$ cat config.mk
export PLATFORM = sky130hd
export DESIGN_NAME = keymat_emu
export DESIGN_NICKNAME = d
export VERILOG_FILES = /design/src/rtl/keymat_pkg.sv /design/src/rtl/keymat_ticker.sv /design/src/rtl/keymat_fifo.sv /design/src/rtl/keymat_map.sv /design/src/rtl/keymat_matrix.sv /design/src/rtl/keymat_emu.sv
export SDC_FILE = /design/constraint.sdc
export NUM_CORES = 2
export LEC_CHECK = 0
export BUFFER_PORTS_ARGS = -buffer_cell sky130_fd_sc_hd__buf_4
export CORE_MARGIN = 5
export CORE_UTILIZATION = 62
export CTS_BUF_LIST = sky130_fd_sc_hd__clkbuf_4 sky130_fd_sc_hd__clkbuf_8 sky130_fd_sc_hd__clkbuf_16
export DETAILED_ROUTE_END_ITERATION = 8
export GPL_ROUTABILITY_DRIVEN = 1
export PLACE_DENSITY_LB_ADDON = 0.08
export SLEW_MARGIN = 10
export SYNTH_ARGS = -nofsm -noshare
export SYNTH_HDL_FRONTEND = slang
export SYNTH_HIERARCHICAL = 1
export SYNTH_SLANG_ARGS = --single-unit
$ cat constraint.sdc
create_clock -name clk -period 8.9 [get_ports clk]
set_input_delay 0.89 -clock clk [delete_from_list [all_inputs] [get_ports clk]]
set_output_delay 0.89 -clock clk [all_outputs]
set_load 0.02 [all_outputs]
$ cat src/rtl/keymat_pkg.sv
package keymat_pkg;
  localparam int CODE_W  = 8;
  localparam int IDX_W   = 7;
  localparam int POS_W   = 8;
  localparam int ROW_LSB = 4;
  localparam int ROW_W   = 3;
  localparam int COL_W   = 4;
  typedef logic [POS_W-1:0] pos_t;
  localparam pos_t POS_NONE = 8'h80;

  function automatic logic pos_unmapped(pos_t p);
    return p[POS_W-1];
  endfunction
  function automatic logic [ROW_W-1:0] pos_row(pos_t p);
    return p[ROW_LSB +: ROW_W];
  endfunction
  function automatic logic [COL_W-1:0] pos_col(pos_t p);
    return p[COL_W-1:0];
  endfunction
endpackage

$ cat src/rtl/keymat_ticker.sv
module keymat_ticker #(
  parameter int unsigned DIV = 4
) (
  input  logic clk,
  input  logic rst_n,
  output logic tick
);
  localparam int CW = (DIV > 1) ? $clog2(DIV) : 1;
  logic [CW-1:0] cnt;

  assign tick = (cnt == CW'(DIV - 1));

  always_ff @(posedge clk or negedge rst_n) begin
    if (!rst_n)    cnt <= '0;
    else if (tick) cnt <= '0;
    else           cnt <= cnt + 1'b1;
  end
endmodule

$ cat src/rtl/keymat_fifo.sv
module keymat_fifo #(
  parameter int DEPTH = 16,
  parameter int W     = 8
) (
  input  logic                       clk,
  input  logic                       rst_n,
  input  logic                       push,
  input  logic [W-1:0]               din,
  input  logic                       pop,
  output logic [W-1:0]               head,
  output logic                       full,
  output logic                       empty,
  output logic [$clog2(DEPTH+1)-1:0] cnt
);
  localparam int AW = (DEPTH > 1) ? $clog2(DEPTH) : 1;
  localparam int CW = $clog2(DEPTH + 1);

  logic [W-1:0]  mem [DEPTH];
  logic [AW-1:0] wp, rp;
  logic          do_push, do_pop;

  assign full    = (cnt == CW'(DEPTH));
  assign empty   = (cnt == '0);
  assign do_push = push && !full;
  assign do_pop  = pop && !empty;
  assign head    = mem[rp];

  function automatic logic [AW-1:0] nxt(logic [AW-1:0] p);
    return (p == AW'(DEPTH - 1)) ? '0 : p + 1'b1;
  endfunction

  always_ff @(posedge clk) begin
    if (do_push) mem[wp] <= din;
  end

  always_ff @(posedge clk or negedge rst_n) begin
    if (!rst_n) begin
      wp  <= '0;
      rp  <= '0;
      cnt <= '0;
    end else begin
      if (do_push) wp <= nxt(wp);
      if (do_pop)  rp <= nxt(rp);
      case ({do_push, do_pop})
        2'b10:   cnt <= cnt + 1'b1;
        2'b01:   cnt <= cnt - 1'b1;
        default: cnt <= cnt;
      endcase
    end
  end
endmodule

$ cat src/rtl/keymat_map.sv
module keymat_map
  import keymat_pkg::*;
#(
  parameter int ENTRIES = 128
) (
  input  logic             clk,
  input  logic             rst_n,
  input  logic             wr,
  input  logic [IDX_W-1:0] wr_idx,
  input  pos_t             wr_pos,
  input  logic [IDX_W-1:0] rd_idx,
  output pos_t             rd_pos
);
  pos_t tbl [ENTRIES];

  assign rd_pos = tbl[rd_idx];

  always_ff @(posedge clk or negedge rst_n) begin
    if (!rst_n) begin
      for (int i = 0; i < ENTRIES; i++) tbl[i] <= POS_NONE;
    end else if (wr) begin
      tbl[wr_idx] <= wr_pos;
    end
  end
endmodule

$ cat src/rtl/keymat_matrix.sv
module keymat_matrix
  import keymat_pkg::*;
#(
  parameter int N_STROBE  = 11,
  parameter int N_SENSE   = 7,
  parameter int N_SPECIAL = 5
) (
  input  logic                 clk,
  input  logic                 rst_n,
  input  logic                 apply,
  input  logic                 release_n_press,
  input  pos_t                 pos,
  input  logic [N_STROBE-1:0]  strobe,
  output logic [N_SENSE-1:0]   sense,
  output logic [N_SPECIAL-1:0] special
);
  localparam int SPECIAL_ROW = N_SENSE;

  logic [N_STROBE-1:0] rows [N_SENSE];
  logic                hit;

  assign hit = apply && !pos_unmapped(pos);

  for (genvar r = 0; r < N_SENSE; r++) begin : g_row
    for (genvar c = 0; c < N_STROBE; c++) begin : g_col
      always_ff @(posedge clk or negedge rst_n) begin
        if (!rst_n)
          rows[r][c] <= 1'b0;
        else if (hit && pos_row(pos) == ROW_W'(r) && pos_col(pos) == COL_W'(c))
          rows[r][c] <= !release_n_press;
      end
    end
    assign sense[r] = |(rows[r] & strobe);
  end

  for (genvar k = 0; k < N_SPECIAL; k++) begin : g_spec
    always_ff @(posedge clk or negedge rst_n) begin
      if (!rst_n)
        special[k] <= 1'b0;
      else if (hit && pos_row(pos) == ROW_W'(SPECIAL_ROW) && pos_col(pos) == COL_W'(k))
        special[k] <= !release_n_press;
    end
  end
endmodule

$ cat src/rtl/keymat_emu.sv
module keymat_emu
  import keymat_pkg::*;
#(
  parameter int          N_STROBE   = 11,
  parameter int          N_SENSE    = 7,
  parameter int          N_SPECIAL  = 5,
  parameter int          FIFO_DEPTH = 16,
  parameter int unsigned TICK_DIV   = 3906250
) (
  input  logic                 clk,
  input  logic                 rst_n,
  input  logic                 ev_valid,
  output logic                 ev_ready,
  input  logic [7:0]           ev_code,
  input  logic                 map_wr,
  input  logic [6:0]           map_idx,
  input  logic [7:0]           map_pos,
  input  logic [N_STROBE-1:0]  strobe_in,
  output logic [N_SENSE-1:0]   sense_out,
  output logic [N_SPECIAL-1:0] special_out,
  output logic                 ovf_flag
);
  localparam int ENTRIES = 1 << IDX_W;
  localparam int CW      = $clog2(FIFO_DEPTH + 1);

  logic              tick;
  logic              q_full, q_empty, pop;
  logic [CW-1:0]     q_cnt;
  logic [CODE_W-1:0] head;
  pos_t              head_pos;

  keymat_ticker #(.DIV(TICK_DIV)) u_tick (
    .clk(clk), .rst_n(rst_n), .tick(tick)
  );

  assign pop = tick && !q_empty;

  keymat_fifo #(.DEPTH(FIFO_DEPTH), .W(CODE_W)) u_fifo (
    .clk(clk), .rst_n(rst_n),
    .push(ev_valid), .din(ev_code),
    .pop(pop), .head(head),
    .full(q_full), .empty(q_empty), .cnt(q_cnt)
  );

  assign ev_ready = !q_full;

  always_ff @(posedge clk or negedge rst_n) begin
    if (!rst_n)                ovf_flag <= 1'b0;
    else if (ev_valid && q_full) ovf_flag <= 1'b1;
  end

  keymat_map #(.ENTRIES(ENTRIES)) u_map (
    .clk(clk), .rst_n(rst_n),
    .wr(map_wr), .wr_idx(map_idx), .wr_pos(map_pos),
    .rd_idx(head[IDX_W-1:0]), .rd_pos(head_pos)
  );

  keymat_matrix #(.N_STROBE(N_STROBE), .N_SENSE(N_SENSE), .N_SPECIAL(N_SPECIAL)) u_mat (
    .clk(clk), .rst_n(rst_n),
    .apply(pop), .release_n_press(head[CODE_W-1]), .pos(head_pos),
    .strobe(strobe_in), .sense(sense_out), .special(special_out)
  );
endmodule

==> metrics list <==
* Setup WS post-layout: approximately 2.4 ns
- For the final database, setup skew stands at about 0.024 ns.
* Post-route clock period utilization: between 70% and 80%
* Number of global-route vias before repair: approximately 35000
- The min-delay analysis places its worst path in the category primary input to asynchronous set/reset pin.
- For this design the total switching power over the nets is 3.30 mW.
- Die width: about 310 µm
- Endpoint type of the worst setup path: flop
- Pint: approximately 11 mW
* DRC violation total after the first TritonRoute iteration: a little over 3000
- Clock tree from TritonCTS: done
- Maximum clock rate: 154 MHz
* Placeable core region: around 92000 µm²
- Count of standard-cell rows: between 100 and 150
- Of the total power, the clock network draws between 40% and 50%.
* Worst setup SP type: flop
- Area delta synth->final: 10.4%
- Net switching is a little under a quarter of the power.
* Primary flip-flop cell chosen by synthesis mapping: dfrtp_1
- Synthesized net count: 3633
- First-pass GRT wire length: around 220 mm
- Of all flip-flops after synthesis, the portion carrying an async set or reset was between 80% and 90%.
- Counting along the longest clock path gives a buffer depth of 3.
- During I/O placement, the number of pins put on the boundary was 52.
* Port-buffer cells: between 50 and 60
- Summing every instance area after synthesis gives approximately 57000 µm².
* Netlist cell types: 67
* Post-Synthesis Cells: around 3600
- Worst endpoint data arrival time: between 7 and 8 ns
* Crit path top cell by count: mux4_2
- Crit path cell chain: buf_4 > nor2b_1 > a22oi_1 > mux2i_1 > o21ai_4 > buf_12 > mux4_2 > mux4_2 > mux4_2 > mux2_2 > or3b_4 > nor3b_4 > a21oi_1 > a31oi_1
- GRT overflow: 0
* Height of the die: between 300 and 400 µm
- Placement-stage worst setup slack: 2.42 ns
- For this configuration, the core starts out at a cell density of a little over three fifths.
* Avg Synthesized Cell Area: ~16 µm²
- Once the clock tree was built, the resizer swapped 0 gates to a different size.
- The run finished with clean final reports.
- Number of warnings printed during yosys synthesis: 6
* Via density: about 6.7
- Clock transition time at the flip-flop clock pins of the worst setup and hold paths: roughly 0.060 ns
- Family of cells with the greatest summed delay on the critical path: multiplexers
- The congestion estimate from routability-driven global placement came to about 0.88.
- Setup violations remaining at the end of the flow were counted as 0.
- The analysis attributes to cell leakage a power of ~28 nW.
* Maximum net fanout on the critical path: 76
- The clock reaches the later pin of the worst-skew pair after approximately 0.73 ns.
* Die Outline Area: 98900 µm²
- For this run, the slowest stage of the critical path takes roughly 0.73 ns.
- Period minus WS final: about 6.5 ns
- Detailed placement ended at an HPWL of about 87 mm.
- For this run, design rule violations remaining after detail routing come to 0.
* Clk Tree Root Cell: clkbuf_16
- Total number of vias: between 30000 and 40000
* Crit path buffers/inverters: 2
* Ratio of total power to cell area: approximately 220 nW/µm²
- Initial antenna violation count: 4
- The critical path is of the flop to flop type.
- The hold violation count in the final report came to 0.
- Counting flops and latches in the post-synthesis netlist gives 1270.
* Proportion of layout cells with a drive suffix above 1: about half
- The count of pins over their slew limit is 0.
- The number of setup buffers added after CTS is 0.
- RSZ-0062 raised after global routing: no
* Setup TNS: 0 ns
- Pin count of the biggest net entering global routing: about 190
* Sequential share of power: a little under half
- The pre-antenna-repair detailed-routing pass consisted of 5 iterations.
- At the end of the flow, the number of nets in the layout was between 3000 and 4000.
- Peak ir drop on the vdd network: roughly 0.20 mV
- Max-capacitance violation count: 0
- For the pin with the worst max-slew slack, the measured transition is roughly 1.3 ns.
* Inserted Clock Buffers: between 100 and 150
- Max-slew headroom: between 10% and 20%
- In this run, synthesis inferred between 100 and 150 flip-flops with an integrated enable.
* Total Wirelength: approximately 140 mm
- Crit-path slowest cell: o21ai_4
* Total routing resource utilization after global routing: 28.6%
- Fraction of the yosys area taken by sequential cells: between 50% and 60%
- Once detail routing completed, the nets flagged for antenna violations numbered 0.
- Routed len/inst: 28.2 µm
- For the worst setup path, the data required time is 9.53 ns.
* Total number of H-tree levels: 4
- Hold-fix buffers, CTS: 0
- The tree built by TritonCTS fans out to 1270 sinks.
- Combinational fraction of design power: around an eighth
-- through the flow --
stage	hold slack (ns)	power, mW	util (%)	std cells	instance area, µm²
after floorplan	0.456	7.73	-	3583	57500
after global placement	0.446	8.22	64.1	4652	58900
after detailed placement	0.457	8.32	64.1	4652	58900
after CTS	0.209	14.0	69.1	4887	63400
after global routing	0.258	14.4	69.1	4887	63400
final	0.196	13.9	69.1	4889	63400
-- power by group through the flow --
stage	clock (mW)	combinational, mW	sequential [mW]
5_1_grt	6.04	1.75	6.63
2_1_floorplan	0	1.15	6.59
3_3_place_gp	0	1.58	6.64
4_1_cts	5.80	1.64	6.58
6_report	5.69	1.63	6.59
3_5_place_dp	0	1.63	6.68
-- layout by cell type (no fill, tap or decap), drive strengths merged, types with 25 or more instances in the layout --
master / Yosys / final
nand2: 110 / 110
edfxtp: 128 / 128
mux2: 1035 / 1035
o21ai: 55 / 55
a31oi: 44 / 44
o31ai: 40 / 40
nor2: 88 / 88
clkbuf: 192 / 203
nor3: 25 / 25
mux2i: 26 / 26
dfrtp: 1014 / 1014
buf: 79 / 97
a21oi: 51 / 51
mux4: 360 / 360
dfstp: 128 / 128
-- cells in the mapped netlist (3+ instances only) --
| library cell | count | area share [%] |
|---|---|---|
| nand3b_1 | 4 | 0.052 |
| a31oi_1 | 44 | 0.48 |
| a32oi_1 | 8 | 0.12 |
| dfstp_2 | 128 | 5.9 |
| mux2i_1 | 26 | 0.45 |
| a222oi_1 | 7 | 0.12 |
| a22o_1 | 14 | 0.21 |
| nand2_1 | 110 | 0.72 |
| a22oi_1 | 10 | 0.13 |
| or3_1 | 4 | 0.044 |
| buf_1 | 25 | 0.16 |
| nand3_1 | 22 | 0.19 |
| nor2_1 | 88 | 0.57 |
| buf_6 | 8 | 0.16 |
| a21oi_1 | 51 | 0.44 |
| nor4_2 | 5 | 0.11 |
| nand2b_1 | 13 | 0.14 |
| nor3_1 | 19 | 0.17 |
| inv_1 | 8 | 0.052 |
| o21ai_0 | 40 | 0.35 |
| dfrtp_1 | 1014 | 44 |
| nor2b_1 | 12 | 0.13 |
| buf_2 | 27 | 0.24 |
| and3_1 | 6 | 0.065 |
| edfxtp_1 | 128 | 6.7 |
| mux4_2 | 360 | 14 |
| clkbuf_1 | 191 | 1.2 |
| ha_1 | 11 | 0.24 |
| a21o_1 | 3 | 0.039 |
| o21ai_1 | 15 | 0.13 |
| mux2_2 | 1033 | 20 |
| buf_4 | 19 | 0.25 |
| nand4b_1 | 4 | 0.061 |
| a221oi_1 | 13 | 0.20 |
| o31ai_1 | 39 | 0.51 |
| nor3_2 | 6 | 0.10 |
| nand4_1 | 9 | 0.098 |
| nor4_1 | 5 | 0.054 |
| xor2_1 | 4 | 0.061 |
| xnor2_1 | 17 | 0.26 |
-- flip-flops by register name, summed over array words and instances, names as in the netlist --
| name | count |
|---|---|
| u_map/tbl | 1024 |
| u_fifo/mem | 128 |
| u_mat/rows | 77 |
| u_tick/cnt | 22 |
| u_fifo/cnt | 5 |
| u_mat/special | 5 |
| u_fifo/rp | 4 |
| u_fifo/wp | 4 |
| ovf_flag | 1 |
-- routing by layer --
metal	up-vias	GRT usage, %	part of all wire [%]
li1	13579	-	-
met4	0	9.43	2.9
met3	269	4.69	6.2
met5	-	0	0
met2	1075	44.8	48
met1	17723	41.8	43
-- worst paths after layout --
kind	from	to	slack [ns]	cells after the start
min in group clk	ev_valid	ovf_flag	0.37	2
hold reg to reg	ovf_flag	ovf_flag	0.46	1
hold / removal	rst_n	u_map/tbl[1004]	0.20	1
setup / recovery	u_fifo/rp[0]	u_mat/rows[51]	2.41	14
setup reg to reg	u_fifo/rp[0]	u_mat/rows[51]	2.41	14
max in group asynchronous	rst_n	u_map/tbl[136]	6.54	3
-- kinds of logic (layout without fill, tap and decap cells) --
family	count (synthesis)	after routing	synth area share, %
AO/OA/AOI/OAI	249	249	2.83
XOR/XNOR	21	21	0.320
flip-flops	1270	1270	56.7
adder cells (fa/ha/maj)	12	12	0.274
buffers and inverters	279	340	2.11
AND/OR/NAND/NOR	331	331	2.95
other	0	2	0
multiplexers	1421	1421	34.8
-- worst reg2reg max path: stages (launching register included) --
cell,delay [ns]
dfrtp_1,0.32
buf_4,0.44
nor2b_1,0.28
a22oi_1,0.29
mux2i_1,0.16
o21ai_4,0.73
buf_12,0.59
mux4_2,0.66
mux4_2,0.53
mux4_2,0.53
mux2_2,0.33
or3b_4,0.43
nor3b_4,0.72
a21oi_1,0.18
a31oi_1,0.21
-- cell type report --
cell class | count | area [µm²]
fillers | 5927 | 28400
clock inverters | 32 | 388
multi-input cells | 2034 | 23800
repair buffers | 97 | 923
flip-flops and latches | 1270 | 32600
inverters | 8 | 30.0
clock buffers | 203 | 4170
diodes | 2 | 5.00
well taps | 1243 | 1560
Note: power is estimated with default switching activity, not from simulation.
